===== src/rtl/mbx_pkg.sv =====
package mbx_pkg;
  localparam int          ADDR_W      = 2;
  localparam int          DATA_W      = 8;
  localparam logic [1:0]  OFS_DATA    = 2'd1;
  localparam logic [1:0]  OFS_CTRL    = 2'd3;
  localparam logic [7:0]  EMPTY_BYTE  = 8'hFF;
  localparam int          ST_RD_EMPTY = 5;
  localparam int          ST_WR_AFULL = 4;
  localparam int          ST_LOST     = 0;
endpackage


===== src/rtl/mbx_fifo.sv =====
module mbx_fifo #(
  parameter int WIDTH = 8,
  parameter int DEPTH = 16,
  localparam int AW = (DEPTH > 1) ? $clog2(DEPTH) : 1,
  localparam int CW = $clog2(DEPTH + 1)
) (
  input  logic             clk,
  input  logic             rst_n,
  input  logic             push,
  input  logic [WIDTH-1:0] din,
  input  logic             pop,
  output logic [WIDTH-1:0] dout,
  output logic [CW-1:0]    count,
  output logic             full,
  output logic             empty
);
  localparam logic [AW-1:0] LAST = AW'(DEPTH - 1);

  logic [WIDTH-1:0] store [DEPTH];
  logic [AW-1:0]    wptr, rptr;

  always_ff @(posedge clk) begin
    if (push) store[wptr] <= din;
  end

  always_ff @(posedge clk) begin
    if (!rst_n) begin
      wptr  <= '0;
      rptr  <= '0;
      count <= '0;
    end else begin
      if (push) wptr <= (wptr == LAST) ? '0 : wptr + 1'b1;
      if (pop)  rptr <= (rptr == LAST) ? '0 : rptr + 1'b1;
      case ({push, pop})
        2'b10:   count <= count + 1'b1;
        2'b01:   count <= count - 1'b1;
        default: count <= count;
      endcase
    end
  end

  assign dout  = store[rptr];
  assign full  = (count == CW'(DEPTH));
  assign empty = (count == '0);

  // the owner must never push into a full FIFO
  assert_no_overflow_R3: assert property (@(posedge clk) disable iff (!rst_n)
    push |-> !full);
  // never pop an empty FIFO
  assert_no_underflow_R5: assert property (@(posedge clk) disable iff (!rst_n)
    pop |-> !empty);
  assert_count_bound_R3: assert property (@(posedge clk) disable iff (!rst_n)
    count <= CW'(DEPTH));
endmodule


===== src/rtl/mbx_level_ctl.sv =====
module mbx_level_ctl #(
  parameter int         STEP      = 16,
  parameter int         MAX_LEVEL = 256,
  parameter logic [7:0] CMD_CODE  = 8'd5,
  localparam int LW = $clog2(MAX_LEVEL + 1),
  localparam int SB = $clog2(STEP)
) (
  input  logic          clk,
  input  logic          rst_n,
  input  logic          cfg_wr,
  input  logic [7:0]    cfg_data,
  output logic [LW-1:0] level
);
  localparam logic [LW-1:0] STEP_L   = LW'(STEP);
  localparam logic [LW-1:0] MAX_L    = LW'(MAX_LEVEL);
  localparam logic [7:0]    TOP_CODE = 8'(MAX_LEVEL - STEP);

  logic armed;
  logic code_ok;

  assign code_ok = (cfg_data[SB-1:0] == '0) && (cfg_data <= TOP_CODE);

  always_ff @(posedge clk) begin
    if (!rst_n) begin
      armed <= 1'b0;
      level <= STEP_L;
    end else if (cfg_wr) begin
      if (armed) begin
        armed <= 1'b0;
        if (code_ok) level <= LW'(cfg_data) + STEP_L;
      end else if (cfg_data == CMD_CODE) begin
        armed <= 1'b1;
      end
    end
  end

  assert_level_range_R9: assert property (@(posedge clk) disable iff (!rst_n)
    (level >= STEP_L) && (level <= MAX_L) && (level[SB-1:0] == '0));
  assert_level_only_armed_R10: assert property (@(posedge clk) disable iff (!rst_n)
    !$stable(level) |-> $past(armed && cfg_wr));
  assert_arm_clears_R10: assert property (@(posedge clk) disable iff (!rst_n)
    (armed && cfg_wr) |=> !armed);
endmodule


===== src/rtl/mbx_host_mailbox.sv =====
module mbx_host_mailbox
  import mbx_pkg::*;
#(
  parameter int H2C_DEPTH = 272,
  parameter int C2H_DEPTH = 16,
  parameter int STEP      = 16,
  parameter int MAX_LEVEL = 256,
  localparam int HCW = $clog2(H2C_DEPTH + 1),
  localparam int CCW = $clog2(C2H_DEPTH + 1),
  localparam int LW  = $clog2(MAX_LEVEL + 1)
) (
  input  logic        clk,
  input  logic        rst_n,
  input  logic [1:0]  host_addr,
  input  logic        host_wr,
  input  logic [7:0]  host_wdata,
  input  logic        host_rd,
  output logic [7:0]  host_rdata,
  input  logic [7:0]  ctl_in_data,
  input  logic        ctl_in_valid,
  output logic        ctl_in_ready,
  output logic [7:0]  ctl_out_data,
  output logic        ctl_out_valid,
  input  logic        ctl_out_ready
);
  logic           h2c_push, h2c_pop, h2c_full, h2c_empty;
  logic [HCW-1:0] h2c_count;
  logic           c2h_push, c2h_pop, c2h_full, c2h_empty;
  logic [CCW-1:0] c2h_count;
  logic [7:0]     c2h_head;
  logic [LW-1:0]  af_level;
  logic           lost;
  logic [7:0]     status;
  logic           wr_data, wr_ctrl, rd_data;

  assign wr_data = host_wr && (host_addr == OFS_DATA);
  assign wr_ctrl = host_wr && (host_addr == OFS_CTRL);
  assign rd_data = host_rd && (host_addr == OFS_DATA);

  assign h2c_push = wr_data && !h2c_full;
  assign h2c_pop  = ctl_out_valid && ctl_out_ready;
  assign c2h_push = ctl_in_valid && ctl_in_ready;
  assign c2h_pop  = rd_data && !c2h_empty;

  mbx_fifo #(.WIDTH(DATA_W), .DEPTH(H2C_DEPTH)) u_h2c (
    .clk(clk), .rst_n(rst_n), .push(h2c_push), .din(host_wdata),
    .pop(h2c_pop), .dout(ctl_out_data), .count(h2c_count),
    .full(h2c_full), .empty(h2c_empty));

  mbx_fifo #(.WIDTH(DATA_W), .DEPTH(C2H_DEPTH)) u_c2h (
    .clk(clk), .rst_n(rst_n), .push(c2h_push), .din(ctl_in_data),
    .pop(c2h_pop), .dout(c2h_head), .count(c2h_count),
    .full(c2h_full), .empty(c2h_empty));

  mbx_level_ctl #(.STEP(STEP), .MAX_LEVEL(MAX_LEVEL)) u_level (
    .clk(clk), .rst_n(rst_n), .cfg_wr(wr_ctrl), .cfg_data(host_wdata),
    .level(af_level));

  assign ctl_out_valid = !h2c_empty;
  assign ctl_in_ready  = !c2h_full;

  always_comb begin
    status              = '0;
    status[ST_RD_EMPTY] = c2h_empty;
    status[ST_WR_AFULL] = (HCW'(af_level) <= h2c_count);
    status[ST_LOST]     = lost;
  end

  always_ff @(posedge clk) begin
    if (!rst_n) lost <= 1'b0;
    else if (wr_data && h2c_full) lost <= 1'b1;
  end

  always_ff @(posedge clk) begin
    if (!rst_n) begin
      host_rdata <= '0;
    end else if (host_rd) begin
      case (host_addr)
        OFS_DATA: host_rdata <= c2h_empty ? EMPTY_BYTE : c2h_head;
        OFS_CTRL: host_rdata <= status;
        default:  host_rdata <= '0;
      endcase
    end
  end

  assert_empty_read_ff_R6: assert property (@(posedge clk) disable iff (!rst_n)
    (rd_data && c2h_empty) |=> (host_rdata == EMPTY_BYTE));
  assert_empty_read_keeps_R6: assert property (@(posedge clk) disable iff (!rst_n)
    (rd_data && c2h_empty && !ctl_in_valid) |=> c2h_empty);
  assert_lost_sticky_R3: assert property (@(posedge clk) disable iff (!rst_n)
    lost |=> lost);
  assert_drop_sets_lost_R3: assert property (@(posedge clk) disable iff (!rst_n)
    (wr_data && h2c_full) |=> lost);
  assert_in_ready_R4: assert property (@(posedge clk) disable iff (!rst_n)
    (c2h_count == CCW'(C2H_DEPTH)) |-> !ctl_in_ready);
endmodule


===== config.mk =====
export PLATFORM = sky130hd
export DESIGN_NAME = mbx_host_mailbox
export DESIGN_NICKNAME = d
export VERILOG_FILES = /design/src/rtl/mbx_pkg.sv /design/src/rtl/mbx_fifo.sv /design/src/rtl/mbx_level_ctl.sv /design/src/rtl/mbx_host_mailbox.sv
export SDC_FILE = /design/constraint.sdc
export NUM_CORES = 2
export LEC_CHECK = 0
export ABC_AREA = 1
export BUFFER_PORTS_ARGS = -buffer_cell sky130_fd_sc_hd__buf_4
export CAP_MARGIN = 20
export CORE_AREA = 2 2 529 531
export DETAILED_ROUTE_END_ITERATION = 8
export DIE_AREA = 0 0 531 533
export SYNTH_ARGS = -nofsm -noshare
export SYNTH_HDL_FRONTEND = slang
export SYNTH_SLANG_ARGS = --single-unit

===== constraint.sdc =====
create_clock -name clk -period 3.25 [get_ports clk]
set_clock_uncertainty 0.2 [all_clocks]
set_input_delay 0.4875 -clock clk [delete_from_list [all_inputs] [get_ports clk]]
set_output_delay 0.4875 -clock clk [all_outputs]
set_load 0.03 [all_outputs]

Word level (Yosys, flattened, before mapping)
Memories as Yosys holds them, arrays and structs flattened. A register that Yosys moved wholly into a read port is not among the register bits.
Index checks and enable logic that the tools add are counted.
W data, S select, Z words.
- memory bits (read-only): 0
- memories: 2
- flip-flop bits (word level): 59
- bits of input ports: 24
- memory bits (writable): 2304
- bits in latches: 0
- output and inout bits: 18
- memory list (memory ; depth ; width ; read ports ; clocked after Yosys merged registers in ; wr ports ; line ; text):
    u_h2c.store ; 272 ; 8 ; 1 ; 1 ; 1 ; mbx_fifo.sv:19 ; logic [WIDTH-1:0] store [DEPTH];
    u_c2h.store ; 16 ; 8 ; 1 ; 1 ; 1 ; mbx_fifo.sv:19 ;
- $lt $le $gt $ge: 2
- mux-type cells: 18
- shift operators: 0
- divide/modulo/power cells: 0
- $mul: 0
- reduce and logical (&&, ||, !) cells: 19
- equal/unequal tests: 13
- bitwise logic cells: 0
- $add $sub $neg: 9
- operators with widths (operator ; count):
    $mux W9 ; 4
    $add A9 B1 Y9 const B ; 3
    $eq A9 B9 Y1 const B ; 3
    $pmux W9 S2 ; 1
    $mux W4 ; 4
    $pmux W8 S2 ; 1
    $pmux W5 S2 ; 1
    $add A8 B5 Y9 const B ; 1
    $le A9 B9 Y1 ; 1
    $logic_and A1 B1 Y1 ; 9
    $logic_not A9 Y1 ; 1
    $sub A9 B1 Y9 const B ; 1
    $add A4 B1 Y4 const B ; 2
    $eq A4 B4 Y1 const B ; 2
    $eq A8 B3 Y1 const B ; 1
    $le A8 B8 Y1 const B ; 1
    $mux W8 ; 1
    $eq A2 B1 Y1 const B ; 3
    $eq A2 B2 Y1 const B ; 3
    $mux W1 ; 6
    $add A5 B1 Y5 const B ; 1
    $eq A5 B5 Y1 const B ; 1
    $logic_not A5 Y1 ; 1
    $sub A5 B1 Y5 const B ; 1
    4 further kinds ; 8

Longest topological paths before layout
- word-level depth: 5
- mapped depth: 22
- depth with buffers taken out: 21

By module
A second synthesis with hierarchy kept.
- cell total of the unflattened synthesis: 8262
- area, all modules: 97054.3 µm²
- modules (own cells, without submodules) (module ; sequential area each (µm²) ; area each (µm²) ; cells each ; times used):
    mbx_fifo (u_h2c) ; 66063.4 ; 89702.3 ; 7546 ; 1
    mbx_fifo (u_c2h) ; 4184.0 ; 6165.9 ; 539 ; 1
    mbx_host_mailbox ; 180.2 ; 681.9 ; 104 ; 1
    mbx_level_ctl ; 200.2 ; 504.2 ; 73 ; 1

Worst setup path after synthesis
OpenSTA, ideal clock, no wires.
- path type: register -> register
- from: register u_h2c.count[0]
- to: register u_h2c.count[6]
- setup slack: 0.157 ns
- setup time: 0.115 ns
- clock period less this slack: 3.093 ns
- data arrival time: 2.777 ns
- buffers on the path: 1
- cell stages (with the launch flop): 23
- path through: dfxtp_1 -> nor2_1 -> nand3_1 -> nor2_1 -> nand3_1 -> nand2_1 -> inv_1 -> ha_1 -> buf_4 -> xor2_1 -> ha_1 -> a21oi_1 -> o21ai_0 -> nand3_1 -> nand2_1 -> nand2_1 -> nand2_1 -> nand2_1 -> nand2_1 -> nand2_1 -> nand2_1 -> o21ai_0 -> inv_1
- longest elaborated chain between the ends: 5
- elaborated cells on any way between the ends: 12
- classes of those cells: 2 x add/sub; 3 x eq/ne; 1 x mux; 6 x reduce/logical
- ends and longest elaborated chain (item ; line ; text):
    from (decl) ; mbx_fifo.sv:13 ; output logic [CW-1:0] count,
    from (signal assigned) ; mbx_fifo.sv:35 ; 2'b10: count <= count + 1'b1;
    from (signal assigned) ; mbx_fifo.sv:36 ; 2'b01: count <= count - 1'b1;
    from (signal assigned) ; mbx_fifo.sv:37 ; default: count <= count;
    $logic_not A9 Y1 (*) ; mbx_fifo.sv:44 ; assign empty = (count == '0);
    $logic_not A1 Y1 (*) ; mbx_host_mailbox.sv:59 ; assign ctl_out_valid = !h2c_empty;
    named net ctl_out_valid ; mbx_host_mailbox.sv:23 ; output logic ctl_out_valid,
    $logic_and A1 B1 Y1 (*) ; mbx_host_mailbox.sv:41 ; assign h2c_pop = ctl_out_valid && ctl_out_ready;
    $eq A2 B1 Y1 / $eq A2 B2 Y1 (equally long branches) ; mbx_fifo.sv:34 ; case ({push, pop})
    $pmux W9 S2 / $reduce_bool A2 Y1 (equally long branches) ; n/a ;
Mark *: on every way through the listed nets, which the timed path passes. The rest lies on a longest branch.
A chain may end at the register's enable or synchronous reset.

==> metrics.md <==
| Metric | Value |
|---|---|
| Final Total Pwr | ~0.075 W |
| IO Count | between 40 and 50 |
| Syn nets | between 8000 and 9000 |
| GRT Util Overall | ~19% |
| Pint | about 0.055 W |
| CP top delay family | simple AND/OR/NAND/NOR gates |
| Root buf cell | clkbuf_16 |
| Area growth from synthesis to layout | 20.00% |
| Power per cell area | around 650 nW/um^2 |
| Hold crit path type | flop to flop |
| Initial antenna violation count | 3 |
| Die W | about 530 um |
| Clk sinks | roughly 2400 |
| Initial DRC count | just under 8000 |
| Tcrit/Tclk final | 129.3% |
| Drt wl/cell | 22.37 um |
| Placed Cells incl. Taps | approximately 12000 |
| CP Max Fanout | 15 |
| Clk buf depth | 3 |
| # fillers | ~25000 |
| FF+latch count, synth | between 2000 and 2500 |
| Clock Power Share | a little under two fifths |
| Syn Inst Count | 8139 |
| Post-route ant nets | 0 |
| Rel. slew slack | a little under two fifths |
| WL final | around 280000 um |
| Worst reg2reg setup slack | ~0.23 ns |
| Final worst slack | -0.9517 ns |
| Vias | ~66000 |
| Max Cap Viol | 0 |
| Final Hold Viols | 0 |
| Port bufs | roughly 40 |
| Die footprint | roughly 280000 um^2 |
| Status | finished with violations |
| CP endpoint kind | primary output |
| Asr flop ratio synth | 0% |
| Mapped cell area | 96620 um^2 |
| Final Util | around two fifths |
| Required time of the critical path | about 2.6 ns |
| DRC | 0 |
| Critical Path, Cell by Cell | buf_12, buf_16, bufbuf_16, nand2_1, nand3_1, nand3_1, nand3_1, nand3_1, nand3_2, nand3_4, nand3_2, buf_4, nand3_1, nand2_2, buf_4 |
| Seq pwr share | ~45% |
| CP Buf/Inv Count | 5 |
| Yosys warns | 0 |
| Post-synth EDFFs | around 2300 |
| R2r endpoint | u_h2c.store[214][7] |
| Worst Reg-to-Reg Cells | 12 |
| Fin. max-slew vios | 0 |
| Total grt overflow | 0 |
| Switching power total | a little over 0.02 W |
| Finished Layout Cells | about 13000 |
| Critical Path End | ctl_out_data[4] |
| Reg-to-Reg Start | u_h2c.count[5] |
| Comb power frac | 18.1% |
| Post-synthesis sequential area ratio | roughly three quarters |
| TritonCTS clock tree | yes |
| Most common cell on crit path | nand3_1 |
| Pleak | slightly above 40 nW |
| Router iterations before antenna repair | 6 |
| Die Y | 533 um |
| Nets | between 8000 and 9000 |
| Switching Fraction | a little over a quarter |
| # setup viols final | 8 |
| Worst slew pin tran | a little over 0.9 ns |
| Tmin final | approximately 4.2 ns |
| VDD IR-drop max | 0.6195 mV |
| # H-tree levels | 4 |
| Post-synth top flop | edfxtp_1 |
| Placement Setup Slack | -0.3153 ns |
| Library cells used by synthesis | 44 |
| Crit-path slowest cell | dfxtp_4 |
| Crit path DAT | ~3.5 ns |
| Vias in the first global route | 64590 |
| Layout cells sized above 1 | 14.72% |
| Row cnt | 194 |
| Drt via density | ~5.3 |
| Failing checks | setup timing |
| First-pass GRT wire length | roughly 420000 um |
| Clock transition at path regs | 0.06 ns |
| GP Congestion | 0.9000 |
| Pin count of the biggest net entering global routing | ~140 |
| CP Depth | 15 |
| Setup CP Type | flop to primary output |
| Starting Density | 34.76% |
| CTS Buf Count | between 200 and 250 |
| Mean Syn Cell Area | between 10 and 15 um^2 |
| Core area | roughly 280000 um^2 |
| Later-pin clock latency in the skew report | 0.89 ns |
| Post-DP HPWL | approximately 170000 um |
| Setup crit start kind | flop |
| Fmax | approximately 0.24 GHz |
| Largest stage delay on the critical path | between 0.4 and 0.5 ns |
| RSZ-0062 raised after global routing | yes |
-- cell usage after synthesis (all sizes together), types with 12 or more instances --
cell type  instances  area share, %
edfxtp          2304             72
nand2           2176            8.5
nand3           2082             11
nor2             481            1.9
buf              408            2.3
o21ai            183           0.95
clkbuf           133           0.52
inv               83           0.33
dfxtp             72            1.5
a21oi             48           0.25
o22ai             41           0.27
o221ai            31           0.28
ha                28           0.36
xor2              12           0.11
-- cell families (layout without fill, tap and decap cells) --
logic type / count (synthesis) / in the layout / share of synthesized area [%]
xor+xnor: 21 / 21 / 0.1904
flops: 2376 / 2376 / 73.10
compound gates: 321 / 321 / 1.885
simple gates: 4766 / 4766 / 21.33
other cells: 0 / 1 / 0
fa+ha+maj: 29 / 29 / 0.3833
buf+inv: 626 / 1323 / 3.116
-- tightest hold or removal path: stages, from the launching register on --
cell and delay, ns:
dfxtp_1 0.31, nand2_1 0.05, nor2_1 0.03
-- sequential cells by signal, summed over array words and instances, names as in the netlist, named ones only --
| register | flops |
|---|---|
| u_c2h.wptr | 4 |
| u_h2c.store | 2176 |
| u_level.armed | 1 |
| u_h2c.rptr | 9 |
| u_h2c.count | 9 |
| u_level.level | 9 |
| u_c2h.rptr | 4 |
| u_c2h.count | 5 |
| host_rdata | 8 |
| u_h2c.wptr | 9 |
| lost | 1 |
| u_c2h.store | 128 |
-- worst min path at each step --
stage                            end  depth (start not counted)              from  slack, ns
floorplan           u_level.level[1]                          2  u_level.level[1]       0.22
global placement    u_level.level[2]                          2  u_level.level[2]       0.23
detailed placement  u_level.level[1]                          2  u_level.level[1]       0.23
CTS                 u_level.level[1]                          2  u_level.level[1]       0.24
global route        u_level.level[1]                          2  u_level.level[1]       0.26
finish              u_level.level[1]                          2  u_level.level[1]       0.24
-- power groups by stage --
stage          registers, W  logic [W]  clock network [W]
3_5_place_dp         0.0344     0.0121                  0
4_1_cts              0.0338     0.0132             0.0282
2_1_floorplan        0.0344    0.00747                  0
6_report             0.0338     0.0136             0.0279
5_1_grt              0.0338     0.0148             0.0294
3_3_place_gp         0.0344     0.0120                  0
-- layout by cell type, fill, tap and decap left out, drive strengths merged, types with 9 or more instances in the layout --
master       Yosys  layout
edfxtp        2304    2304
nand2         2176    2176
nand3         2082    2082
buf            408     756
nor2           481     481
clkbuf         133     290
o21ai          183     183
clkinv           2     111
inv             83      93
dfxtp           72      72
a21oi           48      48
o22ai           41      41
o221ai          31      31
bufinv           0      30
ha              28      28
dlygate4sd3      0      27
xor2            12      12
nor3             9       9
xnor2            9       9
-- metal layers --
layer  track usage [%]  up-vias  part of all wire (%)
met2             31.62     2883                    48
li1                  -    30070                     -
met1             26.02    32780                    41
met4             6.997        0                   3.5
met5                 0        -                     0
met3             3.113      464                   8.0
-- per-stage QoR --
stage                     TNS, ns  cell area [um^2]  hold WS [ns]
after global routing       -8.066            115900        0.2649
after floorplan                 0             96620        0.2188
final                      -7.359            115900        0.2372
after detailed placement   -3.526            105500        0.2302
after global placement     -4.802            105500        0.2273
after CTS                  -7.443            115300        0.2388
-- final cells by class --
| type | count | area [um^2] | area share, % |
|---|---|---|---|
| Multi-Input combinational cell | 5137 | 23790 | 20.52 |
| Tap cell | 3724 | 4659 | 4.019 |
| Antenna cell | 1 | 2.502 | 0.002158 |
| Inverter | 85 | 352.8 | 0.3043 |
| Timing Repair inverter | 1 | 8.758 | 0.007554 |
| Sequential cell | 2376 | 70650 | 60.94 |
| Timing Repair Buffer | 799 | 8547 | 7.372 |
| Clock inverter | 156 | 1733 | 1.495 |
| Clock buffer | 282 | 6202 | 5.349 |
-- timing repair --
item / 4_1_cts / 5_1_grt
gates resized for setup: 181 / 75
setup endpoints to repair: 68 / 21
pin swaps: 2 / 15
hold buffers: 27 / 0
gates cloned: 18 / 9
hold endpoints to repair: 479 / 0
setup buffers: 15 / 9
(Power assumes the default switching activity.)
